--- config.mk ---
export PLATFORM = sky130hd
export DESIGN_NAME = sd_clk_divider
export DESIGN_NICKNAME = d
export VERILOG_FILES = /design/src/rtl/sdclk_pkg.sv /design/src/rtl/sdclk_div_reg.sv /design/src/rtl/sdclk_ratio_sel.sv /design/src/rtl/sdclk_phase_gen.sv /design/src/rtl/sd_clk_divider.sv
export SDC_FILE = /design/constraint.sdc
export NUM_CORES = 1
export LEC_CHECK = 0
export ABC_AREA = 1
export BUFFER_PORTS_ARGS = -buffer_cell sky130_fd_sc_hd__buf_2
export CAP_MARGIN = 20
export CORE_ASPECT_RATIO = 1.75
export CORE_MARGIN = 2
export CORE_UTILIZATION = 53
export DETAILED_ROUTE_END_ITERATION = 8
export PLACE_DENSITY = 0.71
export SLEW_MARGIN = 5
export SYNTH_ARGS = -nofsm -noshare
export SYNTH_HDL_FRONTEND = slang
export SYNTH_SLANG_ARGS = --single-unit
--- constraint.sdc ---
create_clock -name clk -period 6.7 [get_ports clk]
set_input_delay 0.67 -clock clk [delete_from_list [all_inputs] [get_ports clk]]
set_output_delay 0.67 -clock clk [all_outputs]
set_load 0.02 [all_outputs]
--- src/rtl/sdclk_pkg.sv ---
package sdclk_pkg;
  typedef enum logic {
    CLK_MODE_IDENT = 1'b0,
    CLK_MODE_DATA  = 1'b1
  } clk_mode_e;
endpackage

--- src/rtl/sdclk_div_reg.sv ---
module sdclk_div_reg #(
  parameter int DIV_W     = 11,
  parameter int RESET_DIV = 507
) (
  input  logic             clk,
  input  logic             rst_n,
  input  logic             we,
  input  logic [DIV_W-1:0] wdata,
  output logic [DIV_W-1:0] div_q
);
  localparam logic [DIV_W-1:0] RST_VAL = DIV_W'(RESET_DIV);

  always_ff @(posedge clk or negedge rst_n) begin
    if (!rst_n)  div_q <= RST_VAL;
    else if (we) div_q <= wdata;
  end

  assert_hold_without_write_R9: assert property (@(posedge clk) disable iff (!rst_n)
    !we |=> $stable(div_q));
endmodule

--- src/rtl/sdclk_ratio_sel.sv ---
module sdclk_ratio_sel
  import sdclk_pkg::*;
#(
  parameter int DIV_W   = 11,
  parameter int DATA_W  = 3,
  parameter int RATIO_W = DIV_W + 1
) (
  input  logic [DIV_W-1:0]   div_q,
  input  logic               slow_card,
  input  clk_mode_e          mode,
  output logic [RATIO_W-1:0] ratio
);
  logic [DIV_W-1:0] data_val;
  logic [DIV_W-1:0] chosen;

  generate
    if (DATA_W >= DIV_W) begin : g_full
      assign data_val = div_q;
    end else begin : g_trim
      assign data_val = {{(DIV_W-DATA_W){1'b0}}, div_q[DATA_W-1:0]};
    end
  endgenerate

  always_comb begin
    if (mode == CLK_MODE_DATA && !slow_card) chosen = data_val;
    else                                     chosen = div_q;
    ratio = RATIO_W'(chosen) + RATIO_W'(2);
  end
endmodule

--- src/rtl/sdclk_phase_gen.sv ---
module sdclk_phase_gen #(
  parameter int RATIO_W     = 12,
  parameter int RESET_RATIO = 509
) (
  input  logic               clk,
  input  logic               rst_n,
  input  logic [RATIO_W-1:0] ratio_in,
  output logic               sd_clk,
  output logic               rise_tick,
  output logic               fall_tick
);
  localparam logic [RATIO_W-1:0] RST_RATIO = RATIO_W'(RESET_RATIO);
  localparam logic [RATIO_W-1:0] RST_CNT   = RATIO_W'(RESET_RATIO - 1);

  logic [RATIO_W-1:0] ratio_q, cnt_q, cnt_nx, high_len;
  logic [RATIO_W:0]   ratio_p1;
  logic               wrap;

  always_comb begin
    ratio_p1 = {1'b0, ratio_q} + {{RATIO_W{1'b0}}, 1'b1};
    high_len = ratio_p1[RATIO_W:1];
    wrap     = (cnt_q == ratio_q - RATIO_W'(1));
    cnt_nx   = cnt_q + RATIO_W'(1);
  end

  always_ff @(posedge clk or negedge rst_n) begin
    if (!rst_n) begin
      ratio_q   <= RST_RATIO;
      cnt_q     <= RST_CNT;
      sd_clk    <= 1'b0;
      rise_tick <= 1'b0;
      fall_tick <= 1'b0;
    end else if (wrap) begin
      ratio_q   <= ratio_in;
      cnt_q     <= '0;
      sd_clk    <= 1'b1;
      rise_tick <= 1'b1;
      fall_tick <= 1'b0;
    end else begin
      cnt_q     <= cnt_nx;
      sd_clk    <= (cnt_nx < high_len);
      rise_tick <= 1'b0;
      fall_tick <= (cnt_nx == high_len);
    end
  end

  assert_ticks_exclusive_R6: assert property (@(posedge clk) disable iff (!rst_n)
    !(rise_tick && fall_tick));
  assert_rise_at_edge_R6: assert property (@(posedge clk) disable iff (!rst_n)
    $rose(sd_clk) |-> rise_tick);
  assert_fall_at_edge_R6: assert property (@(posedge clk) disable iff (!rst_n)
    $fell(sd_clk) |-> fall_tick);
  assert_rise_level_R6: assert property (@(posedge clk) disable iff (!rst_n)
    rise_tick |-> sd_clk);
  assert_ratio_held_R7: assert property (@(posedge clk) disable iff (!rst_n)
    !wrap |=> $stable(ratio_q));
  assert_count_in_range_R1: assert property (@(posedge clk) disable iff (!rst_n)
    cnt_q < ratio_q);
endmodule

--- src/rtl/sd_clk_divider.sv ---
module sd_clk_divider
  import sdclk_pkg::*;
#(
  parameter int DIV_W     = 11,
  parameter int DATA_W    = 3,
  parameter int RESET_DIV = 507
) (
  input  logic             clk,
  input  logic             rst_n,
  input  logic             cfg_we,
  input  logic [DIV_W-1:0] cfg_div,
  input  logic             slow_card,
  input  logic             mode_data,
  output logic             sd_clk,
  output logic             rise_tick,
  output logic             fall_tick
);
  localparam int RATIO_W = DIV_W + 1;

  logic [DIV_W-1:0]   div_q;
  logic [RATIO_W-1:0] ratio;
  clk_mode_e          mode;

  assign mode = clk_mode_e'(mode_data);

  sdclk_div_reg #(.DIV_W(DIV_W), .RESET_DIV(RESET_DIV)) u_reg (
    .clk(clk), .rst_n(rst_n), .we(cfg_we), .wdata(cfg_div), .div_q(div_q)
  );

  sdclk_ratio_sel #(.DIV_W(DIV_W), .DATA_W(DATA_W), .RATIO_W(RATIO_W)) u_sel (
    .div_q(div_q), .slow_card(slow_card), .mode(mode), .ratio(ratio)
  );

  sdclk_phase_gen #(.RATIO_W(RATIO_W), .RESET_RATIO(RESET_DIV + 2)) u_gen (
    .clk(clk), .rst_n(rst_n), .ratio_in(ratio),
    .sd_clk(sd_clk), .rise_tick(rise_tick), .fall_tick(fall_tick)
  );
endmodule

Word-level counts from Yosys, hierarchy flattened
Index checks and enable logic that the tools add are counted.
{ "totals": {"ff_bits": 38, "latch_bits": 0, "mem_bits_rw": 0, "mem_bits_ro": 0, "in_bits": 16, "output_inout_bits": 3, "elab_cells": 20, "n_memories": 0} }
{ "classes": {"add_sub_neg": 4, "n_mul": 0, "div": 0, "n_lt_le_gt_ge": 1, "n_eq_ne": 2, "shifts": 0, "mux": 5, "n_bitwise": 0, "n_reduce_logical": 2} }
{ "op_table": {"columns": ["operator", "n"], "rows": [
  ["12-bit == test", 2],
  ["12-bit by 1-bit adder with 13-bit output, second input constant", 1],
  ["11-bit by 2-bit adder with 12-bit output, second input constant", 1],
  ["12-bit by 1-bit adder with 12-bit output, second input constant", 1],
  ["12-bit less-than comparator", 1],
  ["12-bit 2-to-1 mux", 1],
  ["12-bit by 1-bit subtractor with 12-bit output, second input constant", 1],
  ["11-bit 2-to-1 mux", 1],
  ["1-bit 2-to-1 mux", 3],
  ["1-bit logical AND", 1],
  ["1-bit zero test", 1]
]} }

Logic depth before layout (Yosys ltp)
{ "logic_depth": {"depth_word": 4, "depth_mapped": 15, "depth_no_buf": 15} }

Hierarchy
From an unflattened synthesis, not the netlist that was laid out.
{ "unflattened": {"cells_unflattened": 411, "hier_area_um2": 2904.0} }
{ "modules_own_cells": {"columns": ["mod", "instances", "cells_each", "area_each_um2", "seq_area_each_um2"], "rows": [
  ["sdclk_phase_gen", 1, 312, 2173.3, 694.4],
  ["sdclk_div_reg", 1, 47, 431.7, 285.3],
  ["sdclk_ratio_sel", 1, 52, 299.0, 0.0]
]} }

Least setup slack after synthesis
OpenSTA, ideal clock, no wires.
{ "synth_path": {"kind": "reg-to-reg", "from": "reg u_gen.ratio_q[2]", "to": "reg u_gen.sd_clk", "setup_ns": 0.121, "t_arrival_ns": 2.393, "required_time_ns": 6.579, "slack_ns": 4.186, "stages_incl_launch_ff": 15, "n_path_buf": 1, "synth_period_minus_slack_ns": 2.514, "path_cell_list": "dfstp_2 buf_6 inv_2 nor3_1 nand2_1 nor3_1 nand2_1 nor2_1 xnor2_1 ha_1 nand2_1 nor4_1 a21boi_0 o21ai_0 nand2_1"} }
{ "synth_via": {"elab_chain_len": 3, "word_cells_on_any_way": 5, "cone_classes": "add/sub: 2; order compare: 1; eq/ne: 1; mux: 1"} }
{ "synth_rtl": {"columns": ["element", "line_no", "rtl"], "rows": [
  ["start: declaration", "sdclk_phase_gen.sv:15", "logic [RATIO_W-1:0] ratio_q, cnt_q, cnt_nx, high_len;"],
  ["start signal: assignment", "sdclk_phase_gen.sv:34", "ratio_q <= ratio_in;"],
  ["12-bit by 1-bit adder with 13-bit output or 12-bit by 1-bit subtractor with 12-bit output (tied branches)", "sdclk_phase_gen.sv:20, sdclk_phase_gen.sv:22", null],
  ["12-bit less-than comparator or 12-bit == test (tied branches)", "sdclk_phase_gen.sv:41, sdclk_phase_gen.sv:22", null],
  ["1-bit 2-to-1 mux (*)", "sdclk_phase_gen.sv:33", "end else if (wrap) begin"],
  ["end signal: assignment", "sdclk_phase_gen.sv:41", "sd_clk <= (cnt_nx < high_len);"],
  ["end: declaration", "sdclk_phase_gen.sv:8", "output logic sd_clk,"]
]} }
Every way passes the cells marked *; elsewhere a longest branch is shown, timed or not.
A chain may end at the register's enable or synchronous reset.

Worst setup path after layout
Same ends and word-level chain as after synthesis.

==> out/metrics.csv <==
metric,value,unit
clock latency on the worst-skew pair,0.30,ns
switching power,112,uW
CP dominant cell by count,nand2_1,
Post-Synth Adder-Cell Area,6.40,%
#FFs+latches synth,38,
r2r endpoint,u_gen.sd_clk,
post-synth top area share,19.3,%
Max-cap violations,0,
Post-CTS Resized,0,
CP max stage cell,dfstp_2,
grt total ovfl,0,
nets@finish,489,
clk_skew,0.00832,ns
post-synthesis compound-gate area fraction,4.76,%
global-route wire length before repair,12000,um
Top delay family on crit path,simple AND/OR/NAND/NOR gates,
Slew @ Worst Pin,0.845,ns
gpl congestion,0.929,
number of distinct library cells after synthesis,34,
type of the worst setup path,reg -> reg,
cts-stage hold buffer count,0,
final WL,7060,um
xor/xnor share of the synthesized area,5.88,%
synthesized area per cell,7.14,um^2
internal power,363,uW
Area Growth Syn to Fin,7.76,%
CP endpoint kind,register,
sequential element share of the synthesized area,31.3,%
LEAKAGE,1.79,nW
R2R Setup Slk,3.81,ns
largest family of logic cells by synthesized area,simple AND/OR/NAND/NOR gates,
die height,106,um
initial antenna violation count,0,
Area contributors post-synth,"dfstp_2, nand2_1, dfrtp_1",
starting density of the core,54.0,%
Post-Place Cell Area,3260,um^2
Reg2Reg Depth,13,
Final Instance Area,3370,um^2
Port Buffers,18,
mux cell area share after synthesis,1.44,%
pwr dens,141,nW/um^2
yosys warns,0,
DR WL/cell,13.2,um
Comb power frac,7.1,%
H-tree depth,2,
crit-path cells,inv_2 > nor3_1 > nand2_1 > nor3_1 > nand2_1 > nor2_1 > xnor2_1 > ha_1 > nand2_1 > nor4_1 > a21boi_0 > o21ai_0 > nand2_1,
Clk pwr share,41.8,%
"Slew Viols, Final",0,
post-route setup TNS,0,ns
status,"finished, final reports clean",
"most common cell after layout, fill and taps aside",nand2_1,
die area,6550,um^2
Syn Nets,470,
Clock Sink Count,38,
Worst path max stage delay,0.67,ns
DRC Markers,0,
Mapped Area,3130,um^2
Post-CTS Setup Inserts,0,
switching share of power,23.7,%
worst rel slew slack,43.7,%
Worst R2R Start,u_gen.ratio_q[2],
Final Instance Count excl. Fillers,536,
Via Count,2695,
core area,5790,um^2
RSZ-0062 raised after global routing,false,
drt initial violations,69,
die span in x,62.1,um
Critical Path RT,6.89,ns
final hold vios,0,
overall power,475,uW
Hold Path Class,in -> async,
vias in the first global route,2719,
Simple-Gate Fraction of Synth Area,40.4,%
"Arr. time, crit path",3.07,ns
Layout Utilization,58.2,%
Root Driver,clkbuf_8,
Max Clock Freq,347,MHz
most frequent cells in the layout,"nand2_1, inv_1, nor2_1, nand3_1, dfstp_2",
"Clk pin slew, worst setup/hold paths",0.08,ns
maximum vdd drop,0.000129,V
crit path max fanout,7,
DR pass1 iterations,5,
CTS Buf Count,5,
Ports,19,
# rows,37,
Flop pwr share,51.1,%
post-route minimum period,2.89,ns
DP Cell Count,528,
Final Cycle Share,43.1,%
Via-to-Cell Ratio,5.03,
Worst Path Buf+Inv,1,
largest net degree at the start of global routing,39,
CTS tree,yes,
Syn Inst Count,438,
GRT Overall Usage,24.8,%
diode count,0,
Yosys top cell by area,dfstp_2,
Final setup violation count,0,
DP HPWL,5770,um
share of layout cells above drive strength 1,19.2,%
clk buf depth,2,
DRT antenna net count,0,
Critical Path Start Type,register,
[how the worst max path moves through the flow]
| stage | cells past startpoint | from | slack (ns) | endpoint |
|---|---|---|---|---|
| 6_report | 13 | u_gen.ratio_q[2] | 3.81 | u_gen.sd_clk |
| 5_1_grt | 13 | u_gen.cnt_q[2] | 3.45 | u_gen.sd_clk |
| 4_1_cts | 13 | u_gen.ratio_q[2] | 3.81 | u_gen.sd_clk |
| 3_5_place_dp | 13 | u_gen.ratio_q[2] | 3.85 | u_gen.sd_clk |
| 3_3_place_gp | 13 | u_gen.ratio_q[2] | 3.91 | u_gen.sd_clk |
| 2_1_floorplan | 14 | u_gen.ratio_q[2] | 4.19 | u_gen.sd_clk |
[layout make-up]
type / instances / area, um^2
Clock buffer: 6 / 72.6
Clock inverter: 2 / 37.5
Fill cell: 576 / 2420
Inverter: 66 / 250
Multi-Input combinational cell: 328 / 1840
Sequential cell: 38 / 980
Tap cell: 78 / 97.6
Timing Repair Buffer: 18 / 90.1
[routing by layer]
metal  share of wire, %  track usage (%)  vias up
li1                   -                -     1409
met1                 35             23.6     1204
met2                 57             45.0       57
met3                3.1             4.54       25
met5                  0                0        -
met4                5.1             14.7        0
[cell usage after synthesis]
cell type,n
a21boi_0,1
a21o_1,1
a21oi_1,5
a31oi_1,1
and2_1,1
buf_12,1
buf_2,1
buf_6,2
clkbuf_1,2
dfrtp_1,15
dfstp_2,23
ha_1,16
inv_1,60
inv_2,5
inv_4,1
mux2_2,4
nand2_1,136
nand2_2,1
nand2_4,2
nand3_1,30
nand3_2,3
nand3_4,2
nand4_1,11
nor2_1,46
nor2_2,6
nor2_4,13
nor2_8,2
nor3_1,5
nor4_1,2
o21ai_0,17
o21bai_2,1
o22ai_1,1
xnor2_1,6
xor2_1,15
[stage by stage]
step           hold WS (ns)  setup WS [ns]
3_5_place_dp          0.484           3.85
3_3_place_gp          0.481           3.91
5_1_grt               0.515           3.45
2_1_floorplan         0.374           4.19
4_1_cts               0.497           3.81
6_report              0.466           3.81
[registers in the layout, indices dropped and copies added (netlist names)]
signal           flops
u_reg.div_q         11
u_gen.rise_tick      1
u_gen.ratio_q       12
u_gen.sd_clk         1
u_gen.cnt_q         12
u_gen.fall_tick      1
[power groups by stage]
stage / clock (mW) / combinational (mW) / sequential, mW
floorplan: 0 / 0.0210 / 0.246
global placement: 0 / 0.0337 / 0.247
detailed placement: 0 / 0.0342 / 0.247
CTS: 0.203 / 0.0343 / 0.243
global route: 0.210 / 0.0384 / 0.244
finish: 0.199 / 0.0336 / 0.243
[logic make-up after synthesis]
group                    Yosys count
AND/OR/NAND/NOR                  260
AO/OA/AOI/OAI                     27
multiplexers                       4
buffers and inverters             72
XOR/XNOR                          21
flip-flops                        38
adder cells (fa/ha/maj)           16
No activity file was read; power rests on OpenSTA's default activity.
